**src/rtl/mfg_pkg.sv**
```systemverilog
package mfg_pkg;
  localparam int ACC_W     = 32;
  localparam int RATIO_W   = 10;
  localparam int WID_LEN_W = 5;

  function automatic logic [RATIO_W-1:0] ratio_len(input logic [3:0] sel);
    case (sel)
      4'd0:    return 10'd32;
      4'd1:    return 10'd48;
      4'd2:    return 10'd64;
      4'd3:    return 10'd96;
      4'd4:    return 10'd128;
      4'd5:    return 10'd192;
      4'd6:    return 10'd256;
      4'd7:    return 10'd384;
      4'd8:    return 10'd512;
      default: return '0;
    endcase
  endfunction

  function automatic logic [WID_LEN_W-1:0] width_len(input logic [1:0] sel);
    case (sel)
      2'd0:    return 5'd8;
      2'd1:    return 5'd16;
      2'd2:    return 5'd24;
      default: return '0;
    endcase
  endfunction
endpackage

```
**src/rtl/mfg_accum.sv**
```systemverilog
module mfg_accum #(
  parameter int ACC_W = 32
) (
  input  logic             clk_i,
  input  logic             rst_ni,
  input  logic             en_i,
  input  logic [ACC_W-1:0] step_i,
  output logic             mck_o,
  output logic             rise_o,
  output logic             edge_o
);
  localparam int MSB = ACC_W - 1;

  logic [ACC_W-1:0] acc_q, sum;
  logic             rise_q, edge_q;

  assign sum = acc_q + step_i;

  always_ff @(posedge clk_i or negedge rst_ni) begin
    if (!rst_ni) begin
      acc_q  <= '0;
      rise_q <= 1'b0;
      edge_q <= 1'b0;
    end else if (en_i) begin
      acc_q  <= sum;
      rise_q <= sum[MSB] & ~acc_q[MSB];
      edge_q <= sum[MSB] ^ acc_q[MSB];
    end else begin
      acc_q  <= '0;
      rise_q <= 1'b0;
      edge_q <= 1'b0;
    end
  end

  assign mck_o  = acc_q[MSB];
  assign rise_o = rise_q;
  assign edge_o = edge_q;
endmodule

```
**src/rtl/mfg_cfg_check.sv**
```systemverilog
module mfg_cfg_check
  import mfg_pkg::*;
#(
  parameter int DIV_MAX = 32,
  parameter int DIV_W   = $clog2(DIV_MAX + 1)
) (
  input  logic [3:0]           ratio_sel_i,
  input  logic [1:0]           width_sel_i,
  output logic [DIV_W-1:0]     div_o,
  output logic [WID_LEN_W-1:0] width_o,
  output logic                 err_o
);
  logic [RATIO_W-1:0]   rl;
  logic [WID_LEN_W-1:0] wl;
  logic [RATIO_W:0]     prod;

  assign rl      = ratio_len(ratio_sel_i);
  assign wl      = width_len(width_sel_i);
  assign width_o = wl;

  // search for an integer bit divisor k with k * 2 * width == ratio
  always_comb begin
    div_o = '0;
    prod  = '0;
    for (int k = 1; k <= DIV_MAX; k++) begin
      prod = (RATIO_W+1)'(k) * (RATIO_W+1)'({wl, 1'b0});
      if (wl != '0 && {1'b0, rl} == prod) div_o = DIV_W'(k);
    end
  end

  assign err_o = (div_o == '0);
endmodule

```
**src/rtl/mfg_frame_div.sv**
```systemverilog
module mfg_frame_div #(
  parameter int DIV_W = 6,
  parameter int BIT_W = 5
) (
  input  logic             clk_i,
  input  logic             rst_ni,
  input  logic             en_i,
  input  logic             mck_edge_i,
  input  logic [DIV_W-1:0] div_i,
  input  logic [BIT_W-1:0] width_i,
  output logic             bclk_o,
  output logic             bclk_rise_o,
  output logic             bclk_fall_o,
  output logic             wclk_o,
  output logic             wclk_tgl_o
);
  logic [DIV_W-1:0] edge_cnt_q;
  logic [BIT_W-1:0] bit_cnt_q;
  logic bclk_q, wclk_q, rise_q, fall_q, tgl_q;

  always_ff @(posedge clk_i or negedge rst_ni) begin
    if (!rst_ni) begin
      edge_cnt_q <= '0;
      bit_cnt_q  <= '0;
      bclk_q     <= 1'b0;
      wclk_q     <= 1'b0;
      rise_q     <= 1'b0;
      fall_q     <= 1'b0;
      tgl_q      <= 1'b0;
    end else if (!en_i) begin
      edge_cnt_q <= '0;
      bit_cnt_q  <= '0;
      bclk_q     <= 1'b0;
      wclk_q     <= 1'b0;
      rise_q     <= 1'b0;
      fall_q     <= 1'b0;
      tgl_q      <= 1'b0;
    end else begin
      rise_q <= 1'b0;
      fall_q <= 1'b0;
      tgl_q  <= 1'b0;
      if (mck_edge_i) begin
        if (edge_cnt_q == div_i - DIV_W'(1)) begin
          edge_cnt_q <= '0;
          bclk_q     <= ~bclk_q;
          if (bclk_q) begin
            fall_q <= 1'b1;
            // word clock moves only on a completed bit
            if (bit_cnt_q == width_i - BIT_W'(1)) begin
              bit_cnt_q <= '0;
              wclk_q    <= ~wclk_q;
              tgl_q     <= 1'b1;
            end else begin
              bit_cnt_q <= bit_cnt_q + BIT_W'(1);
            end
          end else begin
            rise_q <= 1'b1;
          end
        end else begin
          edge_cnt_q <= edge_cnt_q + DIV_W'(1);
        end
      end
    end
  end

  assign bclk_o      = bclk_q;
  assign bclk_rise_o = rise_q;
  assign bclk_fall_o = fall_q;
  assign wclk_o      = wclk_q;
  assign wclk_tgl_o  = tgl_q;
endmodule

```
**src/rtl/mclk_frame_gen.sv**
```systemverilog
module mclk_frame_gen
  import mfg_pkg::*;
#(
  parameter int RATIO_MAX = 512,
  parameter int WIDTH_MIN = 8,
  parameter int WIDTH_MAX = 24
) (
  input  logic             clk_i,
  input  logic             rst_ni,
  input  logic             start_i,
  input  logic             stop_i,
  input  logic             mck_en_i,
  input  logic             master_i,
  input  logic [ACC_W-1:0] freq_code_i,
  input  logic [3:0]       ratio_sel_i,
  input  logic [1:0]       width_sel_i,
  output logic             mck_o,
  output logic             mck_rise_o,
  output logic             bclk_o,
  output logic             bclk_rise_o,
  output logic             bclk_fall_o,
  output logic             wclk_o,
  output logic             wclk_tgl_o,
  output logic             cfg_err_o
);
  localparam int DIV_MAX = RATIO_MAX / (2 * WIDTH_MIN);
  localparam int DIV_W   = $clog2(DIV_MAX + 1);

  logic                 run_q, go, mck_edge, err;
  logic [DIV_W-1:0]     div;
  logic [WID_LEN_W-1:0] wlen;

  assign go = (run_q | start_i) & ~stop_i;

  always_ff @(posedge clk_i or negedge rst_ni) begin
    if (!rst_ni) run_q <= 1'b0;
    else         run_q <= go;
  end

  mfg_cfg_check #(.DIV_MAX(DIV_MAX), .DIV_W(DIV_W)) u_cfg (
    .ratio_sel_i (ratio_sel_i),
    .width_sel_i (width_sel_i),
    .div_o       (div),
    .width_o     (wlen),
    .err_o       (err)
  );

  mfg_accum #(.ACC_W(ACC_W)) u_acc (
    .clk_i  (clk_i),
    .rst_ni (rst_ni),
    .en_i   (go & mck_en_i),
    .step_i (freq_code_i),
    .mck_o  (mck_o),
    .rise_o (mck_rise_o),
    .edge_o (mck_edge)
  );

  mfg_frame_div #(.DIV_W(DIV_W), .BIT_W(WID_LEN_W)) u_div (
    .clk_i       (clk_i),
    .rst_ni      (rst_ni),
    .en_i        (go & mck_en_i & master_i & ~err),
    .mck_edge_i  (mck_edge),
    .div_i       (div),
    .width_i     (wlen),
    .bclk_o      (bclk_o),
    .bclk_rise_o (bclk_rise_o),
    .bclk_fall_o (bclk_fall_o),
    .wclk_o      (wclk_o),
    .wclk_tgl_o  (wclk_tgl_o)
  );

  assign cfg_err_o = err;
endmodule

```
**config.mk**
```make
export PLATFORM = sky130hd
export DESIGN_NAME = mclk_frame_gen
export DESIGN_NICKNAME = d
export VERILOG_FILES = /design/src/rtl/mfg_pkg.sv /design/src/rtl/mfg_accum.sv /design/src/rtl/mfg_cfg_check.sv /design/src/rtl/mfg_frame_div.sv /design/src/rtl/mclk_frame_gen.sv
export SDC_FILE = /design/constraint.sdc
export NUM_CORES = 1
export LEC_CHECK = 0
export ABC_CLOCK_PERIOD_IN_PS = 9700
export BUFFER_PORTS_ARGS = -buffer_cell sky130_fd_sc_hd__buf_2
export CAP_MARGIN = 25
export CORE_ASPECT_RATIO = 1.75
export CORE_MARGIN = 3
export CORE_UTILIZATION = 35
export DETAILED_ROUTE_END_ITERATION = 8
export PLACE_DENSITY_LB_ADDON = 0.25
export SYNTH_ARGS = -nofsm -noshare
export SYNTH_HDL_FRONTEND = slang
export SYNTH_SLANG_ARGS = --single-unit
export TNS_END_PERCENT = 5
```
**constraint.sdc**
```tcl
create_clock -name clk_i -period 9.7 [get_ports clk_i]
set_input_delay 1.94 -clock clk_i [delete_from_list [all_inputs] [get_ports clk_i]]
set_output_delay 1.94 -clock clk_i [all_outputs]
set_load 0.03 [all_outputs]
```
==> impl_results.md <==
* Worst-path clk slew at 70 ps
* Global Route Usage Sum at 0.178
* # fillers at 1488
* NumNets Final at 752
* Largest net degree at the start of global routing at 52
* Die W at 99.0 µm
* Setup bufs post-CTS at 0
* CTS root buffer: clkbuf_16
* Post-route DRC violation count at 0
* CP Capture Type: primary output
* Avg Inst Size Synth at 8.27 µm²
* Buffers & Inverters on Critical Path at 3
* Pre-CTS WS at 1970 ps
* Footprint of the multi-input gates at 3770 µm²
* CTS tree: yes
* Final Hold Fails at 0
* Dpl hpwl at 11600 µm
* Top delay family on crit path: simple AND/OR/NAND/NOR gates
* Synth unique cells at 81
* PostCTS Resize Cnt at 0
* Pwr dens at 123 nW/µm²
* Synth Net Count at 729
* Crit Path Class: in -> out
* Worst r2r dst: u_acc.edge_o
* GRT Residual Overflow at 0
* Leakage at 2.56 nW
* Initial antenna violation count at 0
* Placed cell areas at 5620 µm²
* R2R Setup Slk at 5550 ps
* Fin Hold WS at 534 ps
* Crit path launch type: input pin
* Slew of the pin with the lowest slew margin at 973 ps
* Crit share post-route at 0.800
* Path depth of the worst reg2reg path at 14
* Worst flop-to-flop path startpoint: u_acc.acc_q[1]
* Post-route setup TNS at 0 ps
* Final WS setup at 1940 ps
* CP Max Fanout at 26
* CTS Hold Bufs at 0
* Crit path DAT at 5820 ps
* Worst EP required at 7760 ps
* Syn Inst Count at 640
* Max cap viols at 0
* Rows at 58
* RSZ-0062 raised after global routing: false
* Starting Density at 0.363
* Slowest stage cell, crit path: ha_1
* H-Tree Level Count at 2
* Yosys reg bits at 51
* Clock sink total at 51
* Sequential Area at 1280 µm²
* CP peak stage delay at 520 ps
* Insertion delay to the later sink of the worst-skew pair at 290 ps
* Post-route design area at 5810 µm²
* Routed length per instance at 17.6 µm
* RD Place Congestion at 0.944
* I/O Pins at 52
* Via count at 5017
* Initial DRC Count at 230
* Final Slew Violations at 0
* Clk buf depth at 2
* EDFF count, synth at 0
* Ant diodes at 0
* Worst Clk Skew at 5.68 ps
* Mapped Area at 5290 µm²
* Slew headroom at 0.348
* Post-synthesis async set-or-reset flop share at 1.00
* Maximum clock frequency at 129 MHz
* Sequential fraction of the synthesis area at 0.241
* Synth warn at 0
* Die height at 169 µm
* CORE AREA at 14600 µm²
* ANT nets after route at 0
* Die area at 16700 µm²
* Final setup viols at 0
* Share of layout cells above drive strength 1 at 0.145
* WHS Path Cells at 1
* Status: finished, final reports clean
* Port-buffer cells at 51
* Hold Crit Start: u_div.bclk_o
* Post-Route WL at 14800 µm
* Main synth FF type: dfrtp_1
* WHS Endpoint: u_div.bclk_rise_o
* First-pass GRT wire length at 24400 µm
* Crit path cell chain: buf_2 -> inv_1 -> ha_1 -> or3_1 -> a2111oi_0 -> nand3_1 -> nor3b_1 -> and3b_1 -> o31a_1 -> o21ai_0 -> nand2_1 -> ha_1 -> nand3_1 -> nor4_2 -> buf_2
* Initial DRT Pass Iterations at 6
* Area Overhead vs Synth at 9.81%
* Peak VDD IR at 0.000127 V
* Cts bufs inserted at 5
* Min-Delay Path Class: reg -> reg
* Vias per cell at 5.94
* Vias in the first global route at 5083
* Final Critical Period at 7760 ps
## registers in the layout, indices dropped and copies added, names as in the netlist
register           count
u_div.wclk_tgl_o       1
u_div.bclk_rise_o      1
u_acc.acc_q           32
run_q                  1
u_div.bclk_o           1
u_div.bit_cnt_q        5
u_div.wclk_o           1
u_div.edge_cnt_q       6
u_acc.rise_o           1
u_div.bclk_fall_o      1
u_acc.edge_o           1
## worst max-delay path by stage
stage               slack, ps  cells past startpoint            from         to
floorplan                2710                     15  width_sel_i[0]  cfg_err_o
global placement         2180                     14  width_sel_i[1]  cfg_err_o
detailed placement       1970                     15  width_sel_i[0]  cfg_err_o
CTS                      1970                     15  width_sel_i[0]  cfg_err_o
global route             1640                     15  width_sel_i[0]  cfg_err_o
finish                   1940                     15  width_sel_i[0]  cfg_err_o
## metrics by stage
step	util	power (mW)	cells
global route	0.399	0.759	844
floorplan	-	0.427	640
detailed placement	0.385	0.489	836
global placement	0.385	0.484	836
CTS	0.399	0.725	844
finish	0.399	0.716	844
## logic make-up (layout without fill, tap and decap cells)
kind of cell	Yosys count	in the layout	synth area share
DFF	51	51	0.241
adders and majority gates	45	45	0.108
buffers and inverters	56	80	0.0461
muxes	4	4	0.00780
AOI/OAI and AO/OA	187	187	0.260
and+or+nand+nor	252	252	0.263
xor gates and xnor gates	45	45	0.0745
## layer usage
| metal | global-route usage | up-vias | wire length [µm] |
|---|---|---|---|
| li1 | - | 2424 | - |
| met1 | 0.184 | 2374 | 5400 |
| met4 | 0.114 | 0 | 918 |
| met3 | 0.0157 | 53 | 617 |
| met5 | 0 | - | 0 |
| met2 | 0.334 | 166 | 7890 |
## layout make-up
| cell class | instances | share of cell area |
|---|---|---|
| Clock inverter | 3 | 0.0116 |
| Timing Repair Buffer | 54 | 0.0478 |
| Inverter | 18 | 0.0116 |
| Sequential cell | 51 | 0.220 |
| Tap cell | 180 | 0.0387 |
| Multi-Input combinational cell | 533 | 0.649 |
| Clock buffer | 5 | 0.0215 |
## synthesized netlist by cell type, types with 12 or more instances
cell | instances | area (µm²)
nor2_1 | 67 | 251
dfrtp_1 | 51 | 1280
ha_1 | 44 | 551
nand2_1 | 39 | 146
a21oi_1 | 34 | 170
xnor2_1 | 27 | 236
o21ai_0 | 25 | 125
clkbuf_1 | 21 | 78.8
nor3_1 | 21 | 105
inv_1 | 18 | 67.6
xor2_1 | 18 | 158
nand3_1 | 17 | 85.1
a211oi_1 | 14 | 105
and3_1 | 13 | 81.3
or3_1 | 13 | 81.3
a21o_1 | 12 | 90.1
## power breakdown
group | switching, mW | internal (mW) | total, mW | leakage [nW]
combinational | 0.159 | 0.104 | 0.263 | 1.77
sequential | 0.00383 | 0.220 | 0.224 | 0.699
clock | 0.0804 | 0.148 | 0.228 | 0.0900
total | 0.244 | 0.472 | 0.716 | 2.56
## cell usage in the layout (no fill, tap or decap), drive strengths merged, types with 7 or more instances in the layout
cell	n
nor2	68
buf	54
dfrtp	51
ha	44
nand2	39
a21oi	35
xnor2	27
o21ai	27
nor3	21
inv	18
xor2	18
nand3	17
a211oi	14
and3	14
or3	13
a21o	12
nor3b	12
nand2b	11
o21a	10
o21bai	9
o31ai	9
or2	9
nor2b	8
nand4	8
a31oi	7
(Power assumes the default switching activity.)
